**src/rtl/route_regwin_pkg.sv**
```systemverilog
package route_regwin_pkg;
  localparam int WORD_W  = 32;
  localparam int ENTRY_W = 64;
  localparam int SEL_W   = 8;

  // bit positions inside a routing entry
  localparam int RIRR_BIT = 14;
  localparam int MASK_BIT = 16;

  // select values with fixed meaning
  localparam logic [SEL_W-1:0] SEL_ID       = 8'h00;
  localparam logic [SEL_W-1:0] SEL_VER      = 8'h01;
  localparam logic [SEL_W-1:0] SEL_ARB      = 8'h02;
  localparam logic [SEL_W-1:0] SEL_TBL_BASE = 8'h10;

  localparam logic [ENTRY_W-1:0] ENTRY_RST = 64'h0000_0000_0001_0000;

  typedef enum logic [2:0] {
    WIN_ID,
    WIN_VER,
    WIN_ARB,
    WIN_ENTRY,
    WIN_NONE
  } win_kind_e;
endpackage

```
**src/rtl/route_sel_decode.sv**
```systemverilog
module route_sel_decode
  import route_regwin_pkg::*;
#(
  parameter int NPINS = 24,
  localparam int IDX_W = (NPINS > 1) ? $clog2(NPINS) : 1
) (
  input  logic [SEL_W-1:0] sel,
  output win_kind_e        kind,
  output logic [IDX_W-1:0] idx,
  output logic             hi,
  output logic             in_range
);
  logic [SEL_W-1:0] offs;
  logic [SEL_W-2:0] raw;

  always_comb begin
    offs = sel - SEL_TBL_BASE;
    raw  = offs[SEL_W-1:1];
    hi   = sel[0];
    if (sel == SEL_ID)            kind = WIN_ID;
    else if (sel == SEL_VER)      kind = WIN_VER;
    else if (sel == SEL_ARB)      kind = WIN_ARB;
    else if (sel >= SEL_TBL_BASE) kind = WIN_ENTRY;
    else                          kind = WIN_NONE;
    in_range = (kind == WIN_ENTRY) && (int'(raw) < NPINS);
    idx      = in_range ? raw[IDX_W-1:0] : '0;
  end
endmodule

```
**src/rtl/route_entry.sv**
```systemverilog
module route_entry
  import route_regwin_pkg::*;
(
  input  logic               clk,
  input  logic               rst_n,
  input  logic               wr_lo,
  input  logic               wr_hi,
  input  logic [WORD_W-1:0]  wdata,
  input  logic               rirr_set,
  output logic [ENTRY_W-1:0] entry_o
);
  logic [ENTRY_W-1:0] ent_q, ent_d;
  logic               ent_en;

  always_comb begin
    ent_d  = ent_q;
    ent_en = wr_lo | wr_hi | rirr_set;
    if (wr_lo) begin
      ent_d[WORD_W-1:0] = wdata;
      ent_d[RIRR_BIT]   = 1'b0;
    end
    if (wr_hi) begin
      ent_d[ENTRY_W-1:WORD_W] = wdata;
    end
    if (rirr_set) begin
      ent_d[RIRR_BIT] = 1'b1;
    end
  end

  always_ff @(posedge clk or negedge rst_n) begin
    if (!rst_n)      ent_q <= ENTRY_RST;
    else if (ent_en) ent_q <= ent_d;
  end

  assign entry_o = ent_q;


  rirr_clear_chk: assert property (@(posedge clk) disable iff (!rst_n)
    (wr_lo && !rirr_set) |=> (entry_o[RIRR_BIT] == 1'b0));

  rirr_keep_chk: assert property (@(posedge clk) disable iff (!rst_n)
    (wr_hi && !wr_lo && !rirr_set) |=> $stable(entry_o[RIRR_BIT]));

  rirr_set_wins_chk: assert property (@(posedge clk) disable iff (!rst_n)
    rirr_set |=> entry_o[RIRR_BIT]);

  entry_hold_chk: assert property (@(posedge clk) disable iff (!rst_n)
    (!wr_lo && !wr_hi && !rirr_set) |=> $stable(entry_o));
endmodule

```
**src/rtl/route_read_mux.sv**
```systemverilog
module route_read_mux
  import route_regwin_pkg::*;
#(
  parameter int          NPINS   = 24,
  parameter logic [7:0]  VERSION = 8'h11
) (
  input  logic               is_sel_addr,
  input  logic               is_win_addr,
  input  logic [SEL_W-1:0]   sel,
  input  win_kind_e          kind,
  input  logic               in_range,
  input  logic               hi,
  input  logic [ENTRY_W-1:0] ent,
  input  logic [3:0]         unit_id,
  output logic [WORD_W-1:0]  word
);
  localparam logic [7:0] MAX_PIN = 8'(NPINS - 1);

  logic [WORD_W-1:0] win_word;

  always_comb begin
    win_word = '0;
    case (kind)
      WIN_ID, WIN_ARB: win_word = {4'b0, unit_id, 24'b0};
      WIN_VER:         win_word = {8'b0, MAX_PIN, 8'b0, VERSION};
      WIN_ENTRY:       if (in_range) win_word = hi ? ent[ENTRY_W-1:WORD_W] : ent[WORD_W-1:0];
      default:         win_word = '0;
    endcase
    if (is_sel_addr)      word = {{(WORD_W-SEL_W){1'b0}}, sel};
    else if (is_win_addr) word = win_word;
    else                  word = '0;
  end
endmodule

```
**src/rtl/route_regwin.sv**
```systemverilog
module route_regwin
  import route_regwin_pkg::*;
#(
  parameter int         NPINS   = 24,
  parameter int         ADDR_W  = 8,
  parameter logic [7:0] VERSION = 8'h11,
  localparam int IDX_W = (NPINS > 1) ? $clog2(NPINS) : 1
) (
  input  logic                     clk,
  input  logic                     rst_n,
  input  logic [ADDR_W-1:0]        bus_addr,
  input  logic                     bus_wr,
  input  logic [31:0]              bus_wdata,
  input  logic                     bus_rd,
  output logic [31:0]              bus_rdata,
  input  logic [NPINS-1:0]         pin_req,
  input  logic [NPINS-1:0]         rirr_set,
  output logic [64*NPINS-1:0]      tbl_flat,
  output logic                     svc_valid,
  output logic [IDX_W-1:0]         svc_idx
);
  localparam logic [ADDR_W-1:0] ADDR_SEL = '0;
  localparam logic [ADDR_W-1:0] ADDR_WIN = ADDR_W'(16);

  logic [SEL_W-1:0]   sel_q, sel_d;
  logic [3:0]         id_q, id_d;
  logic [WORD_W-1:0]  rdata_q, rdata_d;
  logic               svc_q, svc_d;
  logic [IDX_W-1:0]   svc_idx_q, svc_idx_d;

  logic               is_sel_addr, is_win_addr, wr_sel, wr_win;
  win_kind_e          kind;
  logic [IDX_W-1:0]   idx;
  logic               hi, in_range;
  logic [ENTRY_W-1:0] ent_q [NPINS];
  logic [ENTRY_W-1:0] ent_cur;
  logic [WORD_W-1:0]  rd_word;

  assign is_sel_addr = (bus_addr == ADDR_SEL);
  assign is_win_addr = (bus_addr == ADDR_WIN);
  assign wr_sel      = bus_wr && is_sel_addr;
  assign wr_win      = bus_wr && is_win_addr;

  route_sel_decode #(.NPINS(NPINS)) dec_i (
    .sel      (sel_q),
    .kind     (kind),
    .idx      (idx),
    .hi       (hi),
    .in_range (in_range)
  );

  for (genvar i = 0; i < NPINS; i++) begin : g_ent
    logic lo_wr, hi_wr;
    assign lo_wr = wr_win && in_range && (idx == IDX_W'(i)) && !hi;
    assign hi_wr = wr_win && in_range && (idx == IDX_W'(i)) &&  hi;
    route_entry ent_i (
      .clk      (clk),
      .rst_n    (rst_n),
      .wr_lo    (lo_wr),
      .wr_hi    (hi_wr),
      .wdata    (bus_wdata),
      .rirr_set (rirr_set[i]),
      .entry_o  (ent_q[i])
    );
    assign tbl_flat[64*i +: 64] = ent_q[i];
  end

  assign ent_cur = ent_q[idx];

  route_read_mux #(.NPINS(NPINS), .VERSION(VERSION)) rmux_i (
    .is_sel_addr (is_sel_addr),
    .is_win_addr (is_win_addr),
    .sel         (sel_q),
    .kind        (kind),
    .in_range    (in_range),
    .hi          (hi),
    .ent         (ent_cur),
    .unit_id     (id_q),
    .word        (rd_word)
  );

  // next-state logic
  always_comb begin
    sel_d     = wr_sel ? bus_wdata[SEL_W-1:0] : sel_q;
    id_d      = (wr_win && kind == WIN_ID) ? bus_wdata[27:24] : id_q;
    rdata_d   = bus_rd ? rd_word : rdata_q;
    svc_d     = wr_win && in_range && pin_req[idx];
    svc_idx_d = svc_d ? idx : '0;
  end

  always_ff @(posedge clk or negedge rst_n) begin
    if (!rst_n) begin
      sel_q     <= '0;
      id_q      <= '0;
      rdata_q   <= '0;
      svc_q     <= 1'b0;
      svc_idx_q <= '0;
    end else begin
      if (wr_sel) sel_q <= sel_d;
      if (wr_win) id_q  <= id_d;
      if (bus_rd) rdata_q <= rdata_d;
      svc_q     <= svc_d;
      svc_idx_q <= svc_idx_d;
    end
  end

  assign bus_rdata = rdata_q;
  assign svc_valid = svc_q;
  assign svc_idx   = svc_idx_q;


  rdata_hold_chk: assert property (@(posedge clk) disable iff (!rst_n)
    !bus_rd |=> $stable(bus_rdata));

  id_hold_chk: assert property (@(posedge clk) disable iff (!rst_n)
    !(bus_wr && is_win_addr && sel_q == SEL_ID) |=> $stable(id_q));

  svc_cause_chk: assert property (@(posedge clk) disable iff (!rst_n)
    svc_valid |-> $past(bus_wr && bus_addr == ADDR_WIN && sel_q >= SEL_TBL_BASE));

  svc_idx_range_chk: assert property (@(posedge clk) disable iff (!rst_n)
    svc_valid |-> (int'(svc_idx) < NPINS));
endmodule

```
**config.mk**
```make
export PLATFORM = sky130hd
export DESIGN_NAME = route_regwin
export DESIGN_NICKNAME = d
export VERILOG_FILES = /design/src/rtl/route_regwin_pkg.sv /design/src/rtl/route_sel_decode.sv /design/src/rtl/route_entry.sv /design/src/rtl/route_read_mux.sv /design/src/rtl/route_regwin.sv
export SDC_FILE = /design/constraint.sdc
export NUM_CORES = 2
export LEC_CHECK = 0
export ABC_AREA = 1
export BUFFER_PORTS_ARGS = -buffer_cell sky130_fd_sc_hd__buf_4
export CORE_AREA = 2 2 650 652
export DETAILED_ROUTE_END_ITERATION = 7
export DIE_AREA = 0 0 652 654
export GPL_TIMING_DRIVEN = 0
export PLACE_DENSITY = 0.33
export SYNTH_ARGS = -nofsm -noshare
export SYNTH_HDL_FRONTEND = slang
export SYNTH_SLANG_ARGS = --single-unit
```
**constraint.sdc**
```tcl
create_clock -name clk -period 3.4 [get_ports clk]
set_input_delay 0.17 -clock clk [delete_from_list [all_inputs] [get_ports clk]]
set_output_delay 0.17 -clock clk [all_outputs]
set_load 0.05 [all_outputs]
```
---- Yosys cells after proc, flatten, opt, wreduce, memory -nomap -nowiden ----
Index checks and enable logic that the tools add are counted.
word-level totals
  bits in registers ....................... 1586
  output and inout bits ................... 1574
  logic and storage cells ................. 405
operators by class
  eq/ne operators ......................... 29
  muxes and demuxes ....................... 64
  $lt $le $gt $ge ......................... 4
  reductions and logical operators ........ 181
  bitwise gates (word level) .............. 49
  add/subtract/negate cells ............... 1
operators with widths
  kind                 count
  $mux 15              24
  $bmux 64 s5          1
  $reduce_and 2->1     73
  $mux 32              4
  $mux 64              2
  $pmux 32 s3          1
  $logic_and 1x1->1    78
  $or 1x1->1           48
  $reduce_bool 2->1    24
  $eq 5x4->1 const B   8
  $eq 5x5->1 const B   8
  $mux 1               25
  $eq 5x3->1 const B   4
  $logic_not 8->1      2
  $mux 3               4
  $eq 5x2->1 const B   2
  $mux 5               2
  $eq 8x1->1 const B   1
  $eq 8x2->1 const B   1
  $eq 8x5->1 const B   1
  $ge 8x5->1 const B   1
  $sub 8x5->8 const B  1
  $lt 7x5->1 const B   1
  $eq 3x2->1 const B   2
  other kinds (10)     10

---- Depth between registers and ports, before layout ----
  depth in word-level cells ............... 17
  depth in mapped cells ................... 22
  gate-level depth less buffers ........... 20

---- Hierarchy ----
From an unflattened synthesis, not the netlist that was laid out.
unflattened totals
  cells, all modules ...................... 9511
  area, all modules ....................... 73177.7 um2
by module, submodules not included
  module            area an instance (um2)  times used  cells an instance
  route_entry       2403.6                  24          271
  route_regwin      14457.6                 1           2798
  route_read_mux    790.8                   1           161
  route_sel_decode  244.0                   1           48

---- Least setup slack after synthesis ----
No wires, ideal clock.
  kind .................................... register to register
  start point ............................. reg sel_q[4]
  end point ............................... reg g_ent[9].ent_i.ent_q[44]
  buffers on the path ..................... 4
  setup time .............................. 129 ps
  slack ................................... 865 ps
  required time ........................... 3271 ps
  arrival ................................. 2406 ps
  cell stages (with the launch flop) ...... 16
  cells stage by stage .................... dfrtp_1 -> inv_2 -> ha_1 -> inv_1 -> nand2_1 -> nand2_1 -> nor2_2 -> buf_4 -> nand4_2 -> buf_6 -> buf_6 -> nor2_8 -> nand3_4 -> buf_4 -> nand2_1 -> o21ai_2
between the ends
  longest elaborated chain between the ends .. 14
  elaborated cells between the ends (all ways) .. 21
  those cells by class .................... add/sub: 1; order compare: 2; eq/ne: 4; mux: 5; bitwise: 2; reduce/logical: 7
RTL lines
  element                               line                                    source
  start: declaration                    route_regwin.sv:25                      logic [SEL_W-1:0] sel_q, sel_d;
  start signal: assignment              route_regwin.sv:99                      if (wr_sel) sel_q <= sel_d;
  $ge 8x5->1                            route_sel_decode.sv:23                  else if (sel >= SEL_TBL_BASE) kind = WIN_ENTRY;
  $mux 3                                route_sel_decode.sv:23
  $mux 3                                route_sel_decode.sv:22                  else if (sel == SEL_ARB) kind = WIN_ARB;
  $mux 3                                route_sel_decode.sv:21                  else if (sel == SEL_VER) kind = WIN_VER;
  $mux 3                                route_sel_decode.sv:20                  if (sel == SEL_ID) kind = WIN_ID;
  $eq 3x2->1                            route_sel_decode.sv:25                  in_range = (kind == WIN_ENTRY) && (int'(raw) < NPINS);
  $logic_and 1x1->1                     route_sel_decode.sv:25
  $mux 5                                route_sel_decode.sv:26                  idx = in_range ? raw[IDX_W-1:0] : '0;
  $eq 5x4->1                            route_regwin.sv:54, route_regwin.sv:55
  $logic_and 1x1->1 *                   route_regwin.sv:54, route_regwin.sv:55
  $logic_and 1x1->1 (on tied branches)  route_regwin.sv:54, route_regwin.sv:55
  $or 1x1->1 (2 in series)              route_entry.sv:17                       ent_en = wr_lo | wr_hi | rirr_set;
  $reduce_and 2->1 (no source line) *   n/a
  end signal: assignment                route_entry.sv:32                       else if (ent_en) ent_q <= ent_d;
  end: declaration                      route_entry.sv:12                       logic [ENTRY_W-1:0] ent_q, ent_d;
Mark *: on every way between the ends. The rest lies on a longest branch, timed or not.
A chain may end at the register's enable or synchronous reset.

---- Final worst setup path ----
  start point ............................. reg sel_q[4]
  end point ............................... reg svc_idx_q[1] (netlist: svc_idx[1])
between the ends
  longest elaborated chain between the ends .. 12
  elaborated cells between the ends (all ways) .. 18
  those cells by class .................... add/sub: 1; order compare: 2; eq/ne: 3; mux: 8; reduce/logical: 4
RTL lines
  element                       line                    source
  $ge 8x5->1                    route_sel_decode.sv:23
  $mux 3                        route_sel_decode.sv:23
  $mux 3                        route_sel_decode.sv:22
  $mux 3                        route_sel_decode.sv:21
  $mux 3                        route_sel_decode.sv:20
  $eq 3x2->1                    route_sel_decode.sv:25
  $logic_and 1x1->1             route_sel_decode.sv:25
  $mux 5                        route_sel_decode.sv:26
  $bmux 1 s5                    route_regwin.sv:87      svc_d = wr_win && in_range && pin_req[idx];
  $mux 1 (implied by the code)  route_regwin.sv:87
  $logic_and 1x1->1             route_regwin.sv:87
  $mux 5 *                      route_regwin.sv:88      svc_idx_d = svc_d ? idx : '0;
  via svc_idx_d[1]              route_regwin.sv:29      logic [IDX_W-1:0] svc_idx_q, svc_idx_d;
  end signal: assignment        route_regwin.sv:103     svc_idx_q <= svc_idx_d;
  end: declaration              route_regwin.sv:29
Mark *: on every way through the listed nets, which the timed path passes. The rest lies on a longest branch. The select of a mux whose other input is x is not followed.

==> impl_results.md <==
* Slew @ Worst Pin at around 1.6 ns
* Post-Place Setup Slack at -2.72 ns
* Vias in the first global route at 76,300
* Worst min-delay path class: primary input to asynchronous set/reset pin
* Final hold viol count at 0
* Dpl hpwl at 628,000 um
* Met1 wire length at ~310,000 um
* Worst VDD drop at 0.395 mV
* DRT Pass-1 Iters at 6
* Power density over the cells at ~430 mW/mm^2
* Fin area at between 0.1 and 0.15 mm^2
* Unique cell type count in the Yosys netlist at 53
* First-pass GRT wire length at approximately 990,000 um
* CTS sink cnt at 1,586
* TNS Setup at -1.99 ns
* Number of port buffers at 1,665
* Crit path kind: flip-flop to flip-flop
* Die Width at 652 um
* Post-Route WL at between 800,000 and 900,000 um
* Area Growth Syn to Fin at 48.1%
* Failing checks: capacitance limit, slew limit, setup timing
* Metal2 WL at 361,000 um
* Wirelength per Cell at 50.5 um
* Fin crit share at 1.06
* Total CTS buffers at 213
* # IOs at 1,666
* Routed met3 length at ~78,000 um
* Unrepaired setup endpoints after global routing: yes
* Root buf cell: clkbuf_16
* Die area at 0.426 mm^2
* Post-synth EDFFs at 0
* Final min period at 3.60 ns
* Hold WS at 0.0282 ns
* Row cnt at 238
* Global route total overflow at 0
* Largest net degree at the start of global routing at 164
* Vias at a little over 80,000
* Share of layout cells above drive strength 1 at 0.305
* # nets final at between 10,000 and 15,000
* Critical path arrival at 4.45 ns
* Register area share after synthesis at 0.558
* Clk_lat worst skew at 1.00 ns
* Fin worst setup slack at -0.203 ns
* Mapped Area at roughly 0.07 mm^2
* Clock H-tree levels at 4
* Final core utilization at 0.251
* Number of DRC markers in iteration 0 at 11,000
* All-Layer GR Usage at 0.368
* Status: finished, violations left
* Clk slew on worst S/H paths at 0.06 ns
* Final ANT Viol Nets at 0
* Starting Density at 0.170
* Synthesis Warnings at 0
* Die H at 654 um
* Seq cells post-synth at 1,586
* Top layer in use: met5
* Crit end category: flip-flop
* Dpl cell area at 0.0914 mm^2
* Post-synthesis instance total at just over 8,000
* Final slew viol count at 119
* CP required at between 4 and 5 ns
* Worst setup SP type: flip-flop
* Synth Net Count at between 8,000 and 9,000
* Core Box Area at 0.419 mm^2
* CTS tree: yes
* Synth Area per Inst at 8.69 um^2
* Final setup viols at 45
* Clock buffer depth at 4
* # DRC at 0
* GP Congestion at 0.953
* Max-cap violations at 12
* Antenna violations before repair at around 110
* Slew headroom at -0.0455
* FFs w/ async S/R, synth at 1.00
* Pleak at 50.5 nW
* Setup Skew at 0.0427 ns
* Top FF cell, synth: dfrtp_1
* CP Max Fanout at 9
* Max Freq at approximately 280 MHz
* Via density at 5.09
[placed cells by master (no fill, tap or decap), types with 56 or more instances in the layout]
| master | instances |
|---|---|
| o22ai_1 | 237 |
| o211ai_1 | 77 |
| diode_2 | 76 |
| nand3_4 | 65 |
| o21ai_0 | 464 |
| buf_12 | 115 |
| nand3_1 | 120 |
| o21ai_2 | 121 |
| clkbuf_1 | 203 |
| clkbuf_2 | 76 |
| nand2_1 | 2012 |
| o21ai_1 | 1078 |
| a21oi_1 | 87 |
| nor2_1 | 1090 |
| buf_2 | 136 |
| buf_4 | 1852 |
| nand4_1 | 56 |
| dlygate4sd3_1 | 84 |
| clkbuf_8 | 65 |
| dfrtp_1 | 1558 |
| buf_6 | 147 |
| inv_1 | 142 |
| clkbuf_16 | 221 |
[registers in the layout, summed over array words and instances, names as in the netlist]
register,cells
g_ent.ent_i.entry_o,1536
bus_rdata,32
sel_q,8
svc_idx,5
id_q,4
svc_valid,1
[kinds of logic after synthesis]
kind of cell               count (synthesis)  synth area share
and+or+nand+nor                         3540             0.207
AOI/OAI and AO/OA                       2208             0.172
DFF                                     1586             0.558
buffers and inverters                    859            0.0621
adders and majority gates                  2          0.000352
[synthesized netlist by cell type (all sizes together), types with 3 or more instances]
cell        n  area, um^2
a21o       25         188
a21oi      99         495
buf       429        2800
clkbuf    271        1020
clkinv      3        11.3
dfrtp    1562       39100
dfstp      24         631
inv       156         586
nand2    2057        7770
nand3     193        1570
nand3b     12         103
nand4      59         397
nor2     1140        4460
nor3       24         120
nor4        4        25.0
o2111ai     5        43.8
o211ai     78         591
o21a       15         113
o21ai    1668        8720
o221ai      8        70.1
o22a       33         289
o22ai     272        1700
or2        49         307
[area by class of cell]
| type | instances | area (um^2) |
|---|---|---|
| clock inverter | 66 | 860 |
| clock buffer | 319 | 6330 |
| buffer | 697 | 6200 |
| timing repair inverter | 1 | 7.51 |
| inverter | 159 | 634 |
| sequential | 1586 | 39700 |
| tap | 5520 | 6910 |
| multi-input combinational | 5750 | 28100 |
| antenna | 76 | 190 |
| timing repair buffer | 1990 | 16500 |
| fill | 45700 | 314000 |
[stage by stage]
step	power (mW)	cells
floorplan	19.7	8195
global placement	21.1	15400
detailed placement	21.2	15400
CTS	45.6	16000
global route	46.3	16100
finish	45.5	16200
[worst max-delay path: stages, from the launching register on]
cell,delay [ns]
dfrtp_2,0.45
inv_4,0.10
buf_6,0.11
nand2_1,0.06
nand2_2,0.09
nand2_4,0.10
buf_12,0.18
nand4_4,0.18
buf_6,0.18
buf_12,0.12
buf_16,0.11
o22ai_2,0.07
buf_8,0.18
o21ai_4,0.16
nand4_1,0.55
nand2_2,0.28
nand3b_4,0.19
nor2_4,0.33
[routing by layer]
metal / GRT usage / vias up
met1: 0.440 / 43300
met2: 0.572 / 5751
met5: 0 / -
met3: 0.107 / 1309
met4: 0.251 / 12
li1: - / 31900
[worst paths after layout]
path | from | endpoint | slack [ns] | depth (start not counted)
worst max-delay path | sel_q[4]$_DFFE_PN0P_ | svc_idx[1]$_DFF_PN0_ | -0.20 | 17
worst min-delay path | rst_n | g_ent[4].ent_i.entry_o[40]$_DFFE_PN0P_ | 0.03 | 4
worst max register to register | sel_q[4]$_DFFE_PN0P_ | svc_idx[1]$_DFF_PN0_ | -0.20 | 17
worst min register to register | bus_rdata[24]$_DFFE_PN0P_ | bus_rdata[24]$_DFFE_PN0P_ | 0.48 | 2
max in group asynchronous | rst_n | g_ent[23].ent_i.entry_o[62]$_DFFE_PN0P_ | 0.55 | 7
min in group clk | bus_addr[7] | bus_rdata[2]$_DFFE_PN0P_ | 0.06 | 5
[what timing repair did]
item,CTS,global route
endpoints found under the setup margin,1574,526
gates cloned,2,7
setup buffers,128,72
hold buffers,86,0
gates resized for setup,780,251
endpoints found under the hold margin,804,0
pin swaps,53,73
[report_power, final]
group / internal, mW / leakage (nW) / switching, mW / total (mW)
Combinational: 0.354 / 25.0 / 1.77 / 2.13
Clock: 14.0 / 3.54 / 10.5 / 24.5
Sequential: 18.9 / 21.9 / 0.0222 / 18.9
Total: 33.2 / 50.5 / 12.3 / 45.5
(Power assumes the default switching activity.)
